## config.mk

```make
export PLATFORM = sky130hd
export DESIGN_NAME = raw_interlock
export DESIGN_NICKNAME = d
export VERILOG_FILES = /design/src/rtl/ri_pkg.sv /design/src/rtl/ri_regfile.sv /design/src/rtl/ri_dst_pipe.sv /design/src/rtl/ri_hazard.sv /design/src/rtl/raw_interlock.sv
export SDC_FILE = /design/constraint.sdc
export NUM_CORES = 2
export LEC_CHECK = 0
export BUFFER_PORTS_ARGS = -buffer_cell sky130_fd_sc_hd__buf_2
export CAP_MARGIN = 20
export CORE_ASPECT_RATIO = 0.5
export CORE_MARGIN = 2
export CORE_UTILIZATION = 40
export CTS_BUF_LIST = sky130_fd_sc_hd__clkbuf_4 sky130_fd_sc_hd__clkbuf_8
export DETAILED_ROUTE_END_ITERATION = 16
export GPL_TIMING_DRIVEN = 0
export SYNTH_ARGS = -nofsm -noshare
export SYNTH_HDL_FRONTEND = slang
export SYNTH_SLANG_ARGS = --single-unit
```

## constraint.sdc

```tcl
create_clock -name clk -period 2.7 [get_ports clk]
set_clock_uncertainty 0.15 [all_clocks]
set_input_delay 0.54 -clock clk [delete_from_list [all_inputs] [get_ports clk]]
set_output_delay 0.54 -clock clk [all_outputs]
set_load 0.02 [all_outputs]
```

## src/rtl/ri_pkg.sv

```systemverilog
package ri_pkg;
  // default operand width and register count
  localparam int unsigned RI_XLEN_DEF = 32;
  localparam int unsigned RI_NREG_DEF = 32;
  // stages between decode and writeback whose writes are not yet visible
  localparam int unsigned RI_WIN_DEF  = 2;
  // read ports used by decode
  localparam int unsigned RI_NSRC_DEF = 2;
endpackage

```

## src/rtl/ri_regfile.sv

```systemverilog
module ri_regfile #(
  parameter int unsigned XLEN = 32,
  parameter int unsigned NREG = 32,
  parameter int unsigned NRD  = 2,
  parameter int unsigned AW   = $clog2(NREG)
) (
  input  logic            clk,
  input  logic            rst_n,
  input  logic            wr_en,
  input  logic [AW-1:0]   wr_idx,
  input  logic [XLEN-1:0] wr_data,
  input  logic [AW-1:0]   rd_idx  [NRD],
  output logic [XLEN-1:0] rd_data [NRD]
);
  logic [XLEN-1:0] mem [NREG];

  always_ff @(posedge clk or negedge rst_n) begin
    if (!rst_n) begin
      for (int i = 0; i < int'(NREG); i++) mem[i] <= '0;
    end else if (wr_en && (wr_idx != '0)) begin
      mem[wr_idx] <= wr_data;
    end
  end

  // write-first: a same-cycle write wins over the stored word
  for (genvar p = 0; p < int'(NRD); p++) begin : g_rd
    always_comb begin
      if (rd_idx[p] == '0)
        rd_data[p] = '0;
      else if (wr_en && (wr_idx == rd_idx[p]))
        rd_data[p] = wr_data;
      else
        rd_data[p] = mem[rd_idx[p]];
    end
  end
endmodule

```

## src/rtl/ri_dst_pipe.sv

```systemverilog
module ri_dst_pipe #(
  parameter int unsigned AW    = 5,
  parameter int unsigned DEPTH = 3
) (
  input  logic          clk,
  input  logic          rst_n,
  input  logic          in_we,
  input  logic [AW-1:0] in_rd,
  input  logic          bubble,
  output logic          tag_we [DEPTH],
  output logic [AW-1:0] tag_rd [DEPTH]
);
  for (genvar k = 0; k < int'(DEPTH); k++) begin : g_stage
    if (k == 0) begin : g_head
      always_ff @(posedge clk or negedge rst_n) begin
        if (!rst_n) begin
          tag_we[k] <= 1'b0;
          tag_rd[k] <= '0;
        end else if (bubble) begin
          tag_we[k] <= 1'b0;
          tag_rd[k] <= '0;
        end else begin
          tag_we[k] <= in_we;
          tag_rd[k] <= in_rd;
        end
      end
    end else begin : g_body
      always_ff @(posedge clk or negedge rst_n) begin
        if (!rst_n) begin
          tag_we[k] <= 1'b0;
          tag_rd[k] <= '0;
        end else begin
          tag_we[k] <= tag_we[k-1];
          tag_rd[k] <= tag_rd[k-1];
        end
      end
    end
  end
endmodule

```

## src/rtl/ri_hazard.sv

```systemverilog
module ri_hazard #(
  parameter int unsigned AW   = 5,
  parameter int unsigned NSRC = 2,
  parameter int unsigned NWIN = 2
) (
  input  logic          dec_valid,
  input  logic [AW-1:0] src_idx [NSRC],
  input  logic          src_vld [NSRC],
  input  logic          win_we  [NWIN],
  input  logic [AW-1:0] win_rd  [NWIN],
  output logic          stall
);
  localparam int unsigned NHIT = NSRC * NWIN;
  logic [NHIT-1:0] hit;

  for (genvar s = 0; s < int'(NSRC); s++) begin : g_src
    for (genvar w = 0; w < int'(NWIN); w++) begin : g_win
      assign hit[s*NWIN + w] = src_vld[s] && (src_idx[s] != '0) &&
                               win_we[w] && (win_rd[w] == src_idx[s]);
    end
  end

  assign stall = dec_valid && (|hit);
endmodule

```

## src/rtl/raw_interlock.sv

```systemverilog
module raw_interlock #(
  parameter int unsigned XLEN = ri_pkg::RI_XLEN_DEF,
  parameter int unsigned NREG = ri_pkg::RI_NREG_DEF,
  parameter int unsigned WIN  = ri_pkg::RI_WIN_DEF,
  parameter int unsigned AW   = $clog2(NREG)
) (
  input  logic            clk,
  input  logic            rst_n,
  input  logic            dec_valid,
  input  logic [AW-1:0]   dec_rs1,
  input  logic            dec_rs1_vld,
  input  logic [AW-1:0]   dec_rs2,
  input  logic            dec_rs2_vld,
  input  logic [AW-1:0]   dec_rd,
  input  logic            dec_rd_we,
  input  logic [XLEN-1:0] wb_data,
  output logic            stall,
  output logic [XLEN-1:0] rs1_data,
  output logic [XLEN-1:0] rs2_data,
  output logic [AW-1:0]   ex_rd,
  output logic            ex_we,
  output logic [AW-1:0]   wb_rd,
  output logic            wb_we
);
  localparam int unsigned NSRC  = ri_pkg::RI_NSRC_DEF;
  localparam int unsigned DEPTH = WIN + 1;
  localparam int unsigned WB_IX = WIN;
  localparam int unsigned LW_IX = WIN - 1;

  logic          tag_we [DEPTH];
  logic [AW-1:0] tag_rd [DEPTH];
  logic          win_we [WIN];
  logic [AW-1:0] win_rd [WIN];
  logic [AW-1:0] src_idx [NSRC];
  logic          src_vld [NSRC];
  logic [XLEN-1:0] src_data [NSRC];
  logic          bubble;
  logic          m_we;
  logic [AW-1:0] m_rd;

  assign src_idx[0] = dec_rs1;
  assign src_idx[1] = dec_rs2;
  assign src_vld[0] = dec_rs1_vld;
  assign src_vld[1] = dec_rs2_vld;

  for (genvar w = 0; w < int'(WIN); w++) begin : g_window
    assign win_we[w] = tag_we[w];
    assign win_rd[w] = tag_rd[w];
  end

  ri_hazard #(.AW(AW), .NSRC(NSRC), .NWIN(WIN)) u_hazard (
    .dec_valid (dec_valid),
    .src_idx   (src_idx),
    .src_vld   (src_vld),
    .win_we    (win_we),
    .win_rd    (win_rd),
    .stall     (stall)
  );

  assign bubble = stall || !dec_valid;

  ri_dst_pipe #(.AW(AW), .DEPTH(DEPTH)) u_pipe (
    .clk    (clk),
    .rst_n  (rst_n),
    .in_we  (dec_rd_we),
    .in_rd  (dec_rd),
    .bubble (bubble),
    .tag_we (tag_we),
    .tag_rd (tag_rd)
  );

  ri_regfile #(.XLEN(XLEN), .NREG(NREG), .NRD(NSRC), .AW(AW)) u_rf (
    .clk     (clk),
    .rst_n   (rst_n),
    .wr_en   (tag_we[WB_IX]),
    .wr_idx  (tag_rd[WB_IX]),
    .wr_data (wb_data),
    .rd_idx  (src_idx),
    .rd_data (src_data)
  );

  assign rs1_data = src_data[0];
  assign rs2_data = src_data[1];
  assign ex_we    = tag_we[0];
  assign ex_rd    = tag_rd[0];
  assign m_we     = tag_we[LW_IX];
  assign m_rd     = tag_rd[LW_IX];
  assign wb_we    = tag_we[WB_IX];
  assign wb_rd    = tag_rd[WB_IX];
endmodule

```

==> results.txt <==
----------------------------------------------------
[Place]
  Placed wire-length estimate after detailed placement ... 200,000 um
  Global placement routability congestion ... 1.08
  Port Buffers ... 123

[Clocking]
  Insertion delay of the later-clocked pin in the worst-skew pair ... around 0.91 ns
  Number of levels the H-tree was split into ... 4
  Num CTS Buffers ... 166
  TritonCTS clock tree ... yes
  Clock Sink Count ... 1,042
  Maximum number of buffers from clock root to sink ... 3
  Clock Tree Root ... clkbuf_8
  Clock-pin slew on the worst setup and hold paths ... 0.06 ns

[Cells and area]
  Ratio of cells with drive above 1 in the final layout ... 0.551
  Total number of nets in the final design ... ~4,400
  Final standard cell utilization of the core ... 0.495
  Commonest non-fill, non-tap cells in the layout ... dfrtp_1 (1,040), mux2_2 (1,007), mux4_2 (412)
  Fill cells ... 11,900
  Leading cell type in the layout, fill and taps excluded ... dfrtp_1
  Register Area ... between 20,000 and 30,000 um2
  Area taken by multi-input logic gates ... 29,100 um2
  Layout Area Growth over Synthesis ... 22.2%

[Critical path]
  CP cell instances ... clkbuf_4 -> xnor2_1 -> and3_4 -> buf_12 -> clkbuf_16 -> a311oi_4 -> a21oi_2 -> buf_6
  Worst path slowest cell ... a311oi_4
  Worst setup SP type ... flip-flop
  Crit-path max cell delay ... 0.50 ns
  Worst endpoint data arrival time ... 3.22 ns
  Worst r2r src ... u_pipe.tag_rd[0]
  Worst setup path class ... reg2out
  Crit path capture type ... output pin
  Register-to-register setup slack ... -0.07 ns
  Critical path data required time ... ~2.0 ns
  Worst r2r path cells ... 7
  Worst reg2reg path endpoint ... u_rf.mem[168]
  Biggest fanout along the worst timing path ... 10

[STA]
  Total Neg Setup Slack ... -69.55 ns
  Least-Margin Pin Slew ... 1.06 ns
  Worst-case setup margin in the final layout ... -1.21 ns
  Peak Freq ... 256 MHz
  Setup repair after global routing missed its margin ... true
  Final Setup Violations ... 102
  Number of slew-limit violations in the final report ... 0
  Normalized max-slew margin ... 0.291
  Final Cycle Share ... 1.45
  Period minus WS final ... around 3.9 ns
  Final number of hold-violating endpoints ... 0

[Status]
  Violated checks ... setup timing
  Run status ... finished with violations

[Routing]
  Final antenna-violating net count ... 0
  Number of DRC violations after detailed-routing iteration 0 ... 6,261
  Sum of routed wire length over all layers ... 292,000 um
  Count of vias placed by the detailed router ... 43,700
  Avg Vias per Cell ... slightly below 7
  Number of design rule violations left after detail routing ... 0
  Routed length per instance ... 46.4 um
  DR pass1 iterations ... 6

[GRT]
  Global-route wire length before repair ... about 380,000 um
  Global-route usage over all layers ... 0.405
  Global route total overflow ... 0
  Via count of the first global-routing pass ... 42,700
  Maximum number of pins on one net before global-route repair ... 171
  Initial antenna violation count ... 18

[Synthesis]
  Net count after synthesis ... slightly below 4,000
  Gate Count Post-Synth ... 3,838
  Main flop type after synthesis ... dfrtp_1
  Distinct cell type count after synthesis ... between 50 and 60
  FFs w/ async S/R, synth ... 1.00
  Cell Area, Synth ... approximately 56,000 um2
  #FFs+latches synth ... 1,042
  Total number of yosys warnings ... 0
  Portion of the post-synthesis area used by sequential elements ... 0.468
  Number of enable flip-flop cells after synthesis ... 0
  Mean instance size in the synthesized netlist ... 14.5 um2

[Die]
  Floorplan die area ... 143,000 um2
  Floorplan row count ... 96
  DIE WIDTH ... 532 um
  # IOs ... 130
  Core outline area ... 138,000 um2
  Vertical die dimension ... roughly 270 um
  Initial cell density of the core ... 0.405

[Power and ir drop]
  Worst supply voltage drop on vdd ... 0.000322 V
  Lkg Pwr ... 29.5 nW
  Power Dens Cells ... ~640 nW/um2

[Min path]
  Hold/Removal Path Class ... in2async

[Job]
  Number of maximum-capacitance violations ... 0

----------------------------------------------------
## repair_timing
item	CTS	global route
gates cloned	3	2
setup endpoints to repair	924	385
gates resized for setup	526	133
endpoints found under the hold margin	154	0
pin swaps	30	25
hold buffers	45	0
setup buffers	32	31
## how the worst max path moves through the flow
| stage | from | endpoint | cells after the start |
|---|---|---|---|
| global placement | rst_n | u_rf.mem[918] | 1 |
| floorplan | dec_rs2[0] | rs2_data[10] | 8 |
| global route | u_pipe.tag_rd[3] | rs2_data[17] | 11 |
| finish | u_pipe.tag_rd[1] | rs1_data[30] | 8 |
| CTS | u_pipe.tag_rd[0] | rs1_data[30] | 9 |
| detailed placement | dec_rs1[1] | rs1_data[30] | 10 |
## worst max-delay path: cells and delay by family, from the launching register on
| kind | cells | cell delay (ns) |
|---|---|---|
| flops | 1 | 0.46 |
| compound gates | 2 | 0.66 |
| simple gates | 1 | 0.20 |
| xor+xnor | 1 | 0.19 |
| buf+inv | 4 | 0.76 |
## routing by layer
| layer | up-vias | GRT usage | wire [um] |
|---|---|---|---|
| met5 | - | 0.00658 | 174 |
| met4 | 8 | 0.278 | 24000 |
| met3 | 994 | 0.196 | 44200 |
| met2 | 3527 | 0.548 | 115000 |
| met1 | 23300 | 0.509 | 109000 |
| li1 | 15800 | - | - |
## synth_stat cells, types with 23 or more instances
cell type / number / share of area
dfrtp_1: 1042 / 0.47
mux2_2: 1007 / 0.20
mux4_2: 412 / 0.17
clkbuf_1: 235 / 0.016
mux2i_1: 226 / 0.041
a22oi_1: 152 / 0.020
buf_2: 110 / 0.0099
nand2_1: 84 / 0.0057
a21oi_1: 58 / 0.0052
buf_1: 52 / 0.0035
buf_4: 40 / 0.0054
nor2_1: 35 / 0.0024
o211ai_1: 34 / 0.0046
o21ai_0: 23 / 0.0021
## metrics by stage
step / total power [W] / cell area [um2] / setup WS (ns) / hold slack [ns] / std cells
2_1_floorplan: 0.0238 / 56800 / -0.142 / 0.0944 / 3838
3_3_place_gp: 0.0270 / 59700 / -22.11 / 0.232 / 5823
6_report: 0.0435 / 68100 / -1.21 / 0.0334 / 6300
5_1_grt: 0.0445 / 68100 / -1.19 / 0.115 / 6290
3_5_place_dp: 0.0274 / 60900 / -2.66 / 0.242 / 5887
4_1_cts: 0.0430 / 67400 / -1.16 / 0.0527 / 6257
## registers in the layout (all words and copies together), names as in the netlist
signal         cells
u_rf.mem        1024
u_pipe.tag_rd     15
u_pipe.tag_we      3
## final cells by class
cell class / instances / share of cell area
Timing Repair Buffer: 300 / 0.0496
Sequential cell: 1042 / 0.383
Multi-Input combinational cell: 2341 / 0.427
Buffer: 443 / 0.0529
Antenna cell: 11 / 0.000404
Clock inverter: 26 / 0.00391
Inverter: 4 / 0.000257
Clock buffer: 271 / 0.0494
Tap cell: 1862 / 0.0342
## cell families after synthesis
logic type,Yosys count,synth area share
XOR/XNOR,30,0.00471
buffers and inverters,455,0.0377
flip-flops,1042,0.468
AND/OR/NAND/NOR,213,0.0185
multiplexers,1654,0.412
AO/OA/AOI/OAI,444,0.0592
## where the power goes
group	internal, W	switching [W]
registers	0.0174	0.00142
logic	0.00439	0.00486
clock network	0.00825	0.00716
total	0.0301	0.0134
No activity file was read; power rests on OpenSTA's default activity.
